**config.mk**
```make
export PLATFORM = sky130hd
export DESIGN_NAME = edge_irq_ctrl
export DESIGN_NICKNAME = d
export VERILOG_FILES = /design/src/rtl/eirq_pkg.sv /design/src/rtl/eirq_line_filter.sv /design/src/rtl/eirq_prio.sv /design/src/rtl/edge_irq_ctrl.sv
export SDC_FILE = /design/constraint.sdc
export NUM_CORES = 1
export LEC_CHECK = 0
export BUFFER_PORTS_ARGS = -buffer_cell sky130_fd_sc_hd__clkbuf_2
export CAP_MARGIN = 20
export CORE_ASPECT_RATIO = 1.1
export CORE_MARGIN = 8
export CORE_UTILIZATION = 40
export DETAILED_ROUTE_END_ITERATION = 10
export MAX_ROUTING_LAYER = met4
export PLACE_DENSITY = 0.68
export SLEW_MARGIN = 5
export SYNTH_ARGS = -nofsm -noshare
export SYNTH_HDL_FRONTEND = slang
export SYNTH_SLANG_ARGS = --single-unit
export TNS_END_PERCENT = 20
```
**constraint.sdc**
```tcl
create_clock -name clk -period 2.46 [get_ports clk]
set_clock_uncertainty 0.2 [all_clocks]
set_input_delay 0.369 -clock clk [delete_from_list [all_inputs] [get_ports clk]]
set_output_delay 0.369 -clock clk [all_outputs]
set_load 0.03 [all_outputs]
```
**src/rtl/eirq_pkg.sv**
```systemverilog
package eirq_pkg;

    localparam int LINES      = 16;
    localparam int GRP_LINES  = 4;
    localparam int GRPS       = LINES / GRP_LINES;
    localparam int IDX_W      = $clog2(LINES);
    localparam int WAKE_LINES = 4;

    typedef struct packed {
        logic [GRP_LINES-1:0] flags;
        logic [GRP_LINES-1:0] masks;
    } grp_view_t;

    typedef enum logic [1:0] {
        ACC_IDLE = 2'd0,
        ACC_REG  = 2'd1,
        ACC_SEL  = 2'd2
    } acc_kind_t;

    function automatic acc_kind_t classify(input logic hit, input logic alt, input logic access);
        if (!hit || !access) return ACC_IDLE;
        return alt ? ACC_REG : ACC_SEL;
    endfunction

endpackage

```
**src/rtl/eirq_line_filter.sv**
```systemverilog
module eirq_line_filter #(
    parameter int SYNC_STAGES = 2,
    parameter int HOLD        = 2
) (
    input  logic clk,
    input  logic rst,
    input  logic raw_i,
    output logic level_o,
    output logic fall_o
);
    localparam int HIST_W = 2 * HOLD;
    localparam logic [HIST_W-1:0] FALL_PAT = {{HOLD{1'b1}}, {HOLD{1'b0}}};

    logic [SYNC_STAGES-1:0] sync_q;
    logic [HIST_W-1:0]      hist_q;

    always_ff @(posedge clk) begin
        if (rst) begin
            sync_q <= '0;
            hist_q <= '0;
        end else begin
            sync_q <= {sync_q[SYNC_STAGES-2:0], raw_i};
            hist_q <= {hist_q[HIST_W-2:0], sync_q[SYNC_STAGES-1]};
        end
    end

    assign level_o = sync_q[SYNC_STAGES-1];
    assign fall_o  = (hist_q == FALL_PAT);

    AST_FALL_SINGLE: assert property (@(posedge clk) disable iff (rst) fall_o |=> !fall_o);

endmodule

```
**src/rtl/eirq_prio.sv**
```systemverilog
module eirq_prio #(
    parameter int N = 16,
    localparam int W = $clog2(N)
) (
    input  logic [N-1:0] pend_i,
    output logic         any_o,
    output logic [W-1:0] idx_o
);
    always_comb begin
        any_o = |pend_i;
        idx_o = '0;
        for (int i = N - 1; i >= 0; i--) begin
            if (pend_i[i]) idx_o = W'(i);
        end
    end

    always_comb begin
        if (any_o) begin
            AST_WINNER_PENDING: assert (pend_i[idx_o]);
            AST_WINNER_LOWEST: assert ((pend_i & ((N'(1) << idx_o) - N'(1))) == '0);
        end
    end

endmodule

```
**src/rtl/edge_irq_ctrl.sv**
```systemverilog
module edge_irq_ctrl
    import eirq_pkg::*;
#(
    parameter int                ADDR_W      = 6,
    parameter logic [ADDR_W-1:0] BASE_ADDR   = 'h14,
    parameter bit                FULL_BANK   = 1'b1,
    parameter int                SYNC_STAGES = 2,
    parameter int                HOLD_CYCLES = 2
) (
    input  logic              clk,
    input  logic              rst,
    input  logic [LINES-1:0]  irq_raw_i,
    input  logic              gie_i,
    input  logic              sleep_i,
    input  logic              alt_map_i,
    input  logic [ADDR_W-1:0] io_addr_i,
    input  logic              io_wr_i,
    input  logic              io_rd_i,
    input  logic [7:0]        io_wdata_i,
    output logic [7:0]        io_rdata_o,
    output logic [GRPS-1:0]   sel_o,
    output logic              req_o,
    output logic [IDX_W-1:0]  req_idx_o,
    input  logic              ack_i,
    output logic              wake_o
);
    localparam int PRESENT = FULL_BANK ? LINES : LINES / 2;

    logic [LINES-1:0] flags_q, masks_q, flags_d, masks_d;
    logic [LINES-1:0] set_v, clr_v, level_v, fall_v, pend_v;
    logic [GRPS-1:0]  grp_hit, reg_wr;
    acc_kind_t        acc [GRPS];
    logic             ack_take;

    // Address decode: register access or select strobe per group
    for (genvar g = 0; g < GRPS; g++) begin : g_dec
        assign grp_hit[g] = (io_addr_i == ADDR_W'(int'(BASE_ADDR) + g));
        assign acc[g]     = classify(grp_hit[g], alt_map_i, io_wr_i | io_rd_i);
        assign reg_wr[g]  = (acc[g] == ACC_REG) && io_wr_i;
        assign sel_o[g]   = (acc[g] == ACC_SEL);
    end

    assign ack_take = ack_i && req_o;

    // Per-line filter, set and clear
    for (genvar i = 0; i < LINES; i++) begin : g_line
        localparam int G = i / GRP_LINES;
        localparam int B = i % GRP_LINES;
        if (i < PRESENT) begin : g_on
            eirq_line_filter #(
                .SYNC_STAGES(SYNC_STAGES),
                .HOLD       (HOLD_CYCLES)
            ) u_filt (
                .clk    (clk),
                .rst    (rst),
                .raw_i  (irq_raw_i[i]),
                .level_o(level_v[i]),
                .fall_o (fall_v[i])
            );
            assign set_v[i]   = fall_v[i] |
                                ((i < WAKE_LINES) && sleep_i && !level_v[i] && masks_q[i]);
            assign clr_v[i]   = (reg_wr[G] && io_wdata_i[GRP_LINES + B]) ||
                                (ack_take && (req_idx_o == IDX_W'(i)));
            assign flags_d[i] = set_v[i] | (flags_q[i] & ~clr_v[i]);
            assign masks_d[i] = reg_wr[G] ? io_wdata_i[B] : masks_q[i];

            AST_SET_WINS: assert property (@(posedge clk) disable iff (rst) set_v[i] |=> flags_q[i]);
        end else begin : g_off
            assign level_v[i] = 1'b1;
            assign fall_v[i]  = 1'b0;
            assign set_v[i]   = 1'b0;
            assign clr_v[i]   = 1'b0;
            assign flags_d[i] = 1'b0;
            assign masks_d[i] = 1'b0;
        end
    end

    always_ff @(posedge clk) begin
        if (rst) begin
            flags_q <= '0;
            masks_q <= '0;
        end else begin
            flags_q <= flags_d;
            masks_q <= masks_d;
        end
    end

    // Request arbitration
    assign pend_v = flags_q & masks_q & {LINES{gie_i}};

    eirq_prio #(.N(LINES)) u_prio (
        .pend_i(pend_v),
        .any_o (req_o),
        .idx_o (req_idx_o)
    );

    // Wake from low level on the first lines
    assign wake_o = sleep_i && |(~level_v[WAKE_LINES-1:0] & masks_q[WAKE_LINES-1:0]);

    // Register read view
    always_comb begin
        grp_view_t view;
        view       = '0;
        for (int g = 0; g < GRPS; g++) begin
            if (grp_hit[g] && alt_map_i) begin
                view.flags = flags_q[g*GRP_LINES +: GRP_LINES];
                view.masks = masks_q[g*GRP_LINES +: GRP_LINES];
            end
        end
        io_rdata_o = view;
    end

    AST_ACK_CLEARS: assert property (@(posedge clk) disable iff (rst)
        (ack_take && !set_v[req_idx_o]) |=> !flags_q[$past(req_idx_o)]);
    AST_MASK_HOLD: assert property (@(posedge clk) disable iff (rst)
        !(|reg_wr) |=> $stable(masks_q));
    AST_SEL_NO_TOUCH: assert property (@(posedge clk) disable iff (rst)
        (|sel_o) |=> $stable(masks_q));

endmodule

```
# == Word-level counts from Yosys, hierarchy flattened ==
# Index checks and enable logic that the tools add are counted.
# totals
regBits,128
input_bits,38
out_inout_bits,18
word_cells,252
# classes
eq_ne,43
mux,33
bitwise_logic,57
n_reduce_logical,82
# ops
cell,n
4-bit equality test (second input constant),24
4-bit 2-to-1 mux,16
1-bit logical AND,50
16-bit AND,2
8-bit 2-to-1 mux,4
6-bit by 5-bit equality test with 1-bit output (second input constant),4
1-bit bitwise OR,21
1-bit logical OR,20
2-bit 2-to-1 mux,9
1-bit AND,16
4-bit by 3-bit equality test with 1-bit output (second input constant),4
1-bit NOT,16
16-bit OR reduction,1
1-bit zero test,9
2-bit by 1-bit equality test with 1-bit output (second input constant),4
2-bit equality test (second input constant),4
4-bit by 2-bit equality test with 1-bit output (second input constant),2
4-bit AND,1
4-bit by 1-bit equality test with 1-bit output (second input constant),1
4-bit zero test,1
1-bit 2-to-1 mux,4
4-bit NOT,1
4-bit OR reduction,1

# == Depth between registers and ports, before layout ==
# depth
ltp_word,24
depth_mapped,7
mapped_depth_nobuf,6

# == By module ==
# A second synthesis with hierarchy kept.
# unflattened
hier_cells,499
area_unflattened_um2,4967.3
# modules_own_cells
mod,instances,cells_each,area_each_um2,seq_area_each_um2
eirq_line_filter,16,13,170.2,120.1
edge_irq_ctrl,1,257,2068.2,640.6
eirq_prio,1,34,176.4,0.0

# == Worst setup path after synthesis ==
# No wires, ideal clock.
# synth_path
path_type,input port to output port
from,input io_addr_i[5]
to,output sel_o[0]
arrival_ns,1.775
required_time_ns,1.891
slack_ns,0.116
cell_stages,3
n_path_buf,0
path_cell_list,and4bb_2 nor3b_1 nor3b_1
# synth_via
elab_chain_len,6
# synth_rtl
element,line_no,text
from (decl),edge_irq_ctrl.sv:16,"input logic [ADDR_W-1:0] io_addr_i,"
6-bit by 5-bit equality test with 1-bit output,edge_irq_ctrl.sv:37,assign grp_hit[g] = (io_addr_i == ADDR_W'(int'(BASE_ADDR) + g));
1-bit zero test,eirq_pkg.sv:21,if (!hit || !access) return ACC_IDLE;
1-bit logical OR,eirq_pkg.sv:21,
1-bit 2-to-1 mux,eirq_pkg.sv:21,
2-bit 2-to-1 mux,eirq_pkg.sv:22,return alt ? ACC_REG : ACC_SEL;
2-bit equality test,edge_irq_ctrl.sv:40,assign sel_o[g] = (acc[g] == ACC_SEL);
to (decl),edge_irq_ctrl.sv:21,"output logic [GRPS-1:0] sel_o,"
# No other way between the ends.

# == Worst setup path after layout ==
# layout_path
from,register flags_q[9]
to,output req_idx_o[1]
# layout_via
elab_chain_len,12
# layout_rtl
element,line_no,text
from (decl),edge_irq_ctrl.sv:29,"logic [LINES-1:0] flags_q, masks_q, flags_d, masks_d;"
from (signal assigned),edge_irq_ctrl.sv:83,flags_q <= flags_d;
16-bit AND (2 in series),edge_irq_ctrl.sv:89,assign pend_v = flags_q & masks_q & {LINES{gie_i}};
4-bit 2-to-1 mux (10 in series),eirq_prio.sv:13,if (pend_i[i]) idx_o = W'(i);
to (decl),edge_irq_ctrl.sv:23,"output logic [IDX_W-1:0] req_idx_o,"
# No other way between the ends.

==> metrics.txt <==
status=finished clean; yosys warns=0; vias=3713; ANT nets after route=0; number of library cell types mapped by synthesis=47; row cnt=41; Seq/Total Area, Yosys=0.542; Root Buffer=clkbuf_16; Cells after Synth=483; LEAKAGE=0.00240 uW; largest area contributor in the netlist=dfxtp_1; #FFs+latches synth=128; peak supply drop=0.000357 V; drt total wl=11000 microns; fraction of layout cells with a size suffix above 1=0.205; CTS tree=done; worst setup margin=0.0702 ns; Post-DP HPWL=7930 microns; die area=15600 sq um; Critical Path Fanout Max=4; MaxCap Viol Count=0; most common cell in the netlist=dfxtp_1; Slew Limit Fails=0; Tightest Pin Transition=0.574 ns; vias in the first global route=3677; Post-Syn Area=4730 sq um; die width=120 microns; insertion delay to the later sink of the worst-skew pair=0.41 ns; Congestion Overflow GR=0; endpoints failing setup=0; Initial Util=0.412; worst r2r src=flags_q[9]$_SDFF_PP0_; initial antenna violation count=0; register-to-register setup slack=0.31 ns; hold_ws=0.0656 ns; WHS Path Cells=3; most frequent cells after synthesis=dfxtp_1, nor2b_1, nand2_1, nor2_1, o21ai_0; Post-route DRC=0; clock net sink count=128; ys flop type=dfxtp_1; EDFF count, synth=0; CP Class=register to primary output; crit path capture type=primary output; final net count=601; CORE AREA=11500 sq um; ant diodes=0; Area Growth Syn to Fin=26.8%; Filler cells=1077; RSZ-0062 raised after global routing=true; CP startpoint kind=register; top cell type's share of synthesized area=0.542; placer congestion estimate=0.868; largest net degree at the start of global routing=45; number of port buffers=55; clk buf depth=2; Hold Crit Endpoint=masks_q[13]$_SDFFE_PP0P_; syn nets=521; Die Y=130 microns; Setup TNS Final=0 ns; Setup WS pre-CTS=0.0754 ns; first-iteration detailed-routing DRC count=264; worst rel slew slack=0.617; Worst-path clk slew=0.06 ns; Num CTS Buffers=17; Avg Inst Size Synth=9.80 sq um; vias per inst=5.11; CP arrival=1.82 ns; largest cells by area after synthesis=dfxtp_1, nor2b_1, mux2i_1; WL/cell=15.2 microns; overall routing resource usage=0.152; post-route clock period utilization=0.971; Hold WC Path Type=input pin to register; Worst EP required=1.89 ns; cells on worst reg2reg path=7; FF-to-FF End=flags_q[2]$_SDFF_PP0_; DR pass1 iterations=4; hold path start=io_wdata_i[1]; first-pass GRT wire length=18000 microns; final hold viol count=0; Synth async-reset ratio=0; min cycle time layout=2.39 ns; H-Tree Depth=4; f_max=418 MHz; IO Pins=56; pwr dens=790 nW/um^2
-- area by class of cell --
class                           count  area (sq um)  area share
Multi-Input combinational cell    327          2090       0.348
Sequential cell                   128          2570       0.428
Inverter                            8          30.0     0.00501
Clock inverter                     12           131      0.0219
Tap cell                          150           188      0.0313
Timing Repair Buffer               81           533      0.0889
Clock buffer                       20           457      0.0761
-- placed cells by master (no fill, tap or decap), types with 8 or more instances in the layout --
master         instances
dlygate4sd3_1         16
clkbuf_2              50
a21oi_1               18
clkbuf_16             17
dfxtp_1              122
mux2i_1               20
nand3_1               19
inv_1                  8
o21a_1                10
nor2b_1              104
nand2_1               32
nor2_1                32
o21ai_0               23
buf_4                 13
-- worst max-delay path by stage --
stage,from,endpoint,slack (ns),cells past startpoint
2_1_floorplan,io_addr_i[5],sel_o[0],0.12,3
6_report,flags_q[9]$_SDFF_PP0_,req_idx_o[1],0.07,5
3_5_place_dp,io_addr_i[3],io_rdata_o[4],0.08,6
4_1_cts,flags_q[4]$_SDFF_PP0_,req_idx_o[3],-0.005,5
3_3_place_gp,io_addr_i[5],io_rdata_o[4],0.09,6
5_1_grt,flags_q[9]$_SDFF_PP0_,req_idx_o[1],-0.02,5
-- where the power goes --
| group | leakage [uW] | switching [uW] | internal [uW] |
|---|---|---|---|
| Clock | 0.000279 | 898 | 1550 |
| Sequential | 0.00104 | 12.2 | 2110 |
| Combinational | 0.00108 | 88.8 | 79.5 |
| Total | 0.00240 | 999 | 3740 |
-- metrics by stage --
stage,total power (uW),std cells,instance area [sq um],util
finish,4740,726,6000,0.522
global route,4900,726,6000,0.522
CTS,4800,724,5970,0.519
detailed placement,2320,676,5190,0.452
global placement,2320,676,5190,0.452
floorplan,2260,483,4730,-
-- repair_timing --
action,in CTS,in global routing
gates cloned,0,0
setup buffers,0,2
endpoints found under the hold margin,16,0
pin swaps,0,4
gates resized for setup,8,14
endpoints found under the setup margin,3,12
hold buffers,16,0
-- sequential cells by signal, summed over array words and instances, names as in the netlist --
name,count
flags_q,16
g_line.g_on.u_filt.sync_q,32
g_line.g_on.u_filt.hist_q,64
masks_q,16
-- critical path: stages (launching register included) --
cell and delay (ns):
dfxtp_1 0.35, a22oi_2 0.26, nand4_1 0.14, a32o_2 0.34
inv_1 0.15, buf_4 0.19
-- kinds of logic (layout without fill, tap and decap cells) --
| group | count (synthesis) | count (layout) | share of synthesized area |
|---|---|---|---|
| compound gates | 98 | 98 | 0.145 |
| buf+inv | 28 | 121 | 0.0235 |
| flops | 128 | 128 | 0.542 |
| mux | 20 | 20 | 0.0423 |
| simple gates | 209 | 209 | 0.248 |
-- routing by layer --
layer	global-route usage	share of wire	up-vias
li1	-	-	1827
met1	0.167	0.44	1722
met2	0.241	0.46	136
met3	0.0406	0.061	28
met4	0.102	0.042	0
met5	-	0	-
Note: power is estimated with default switching activity, not from simulation.
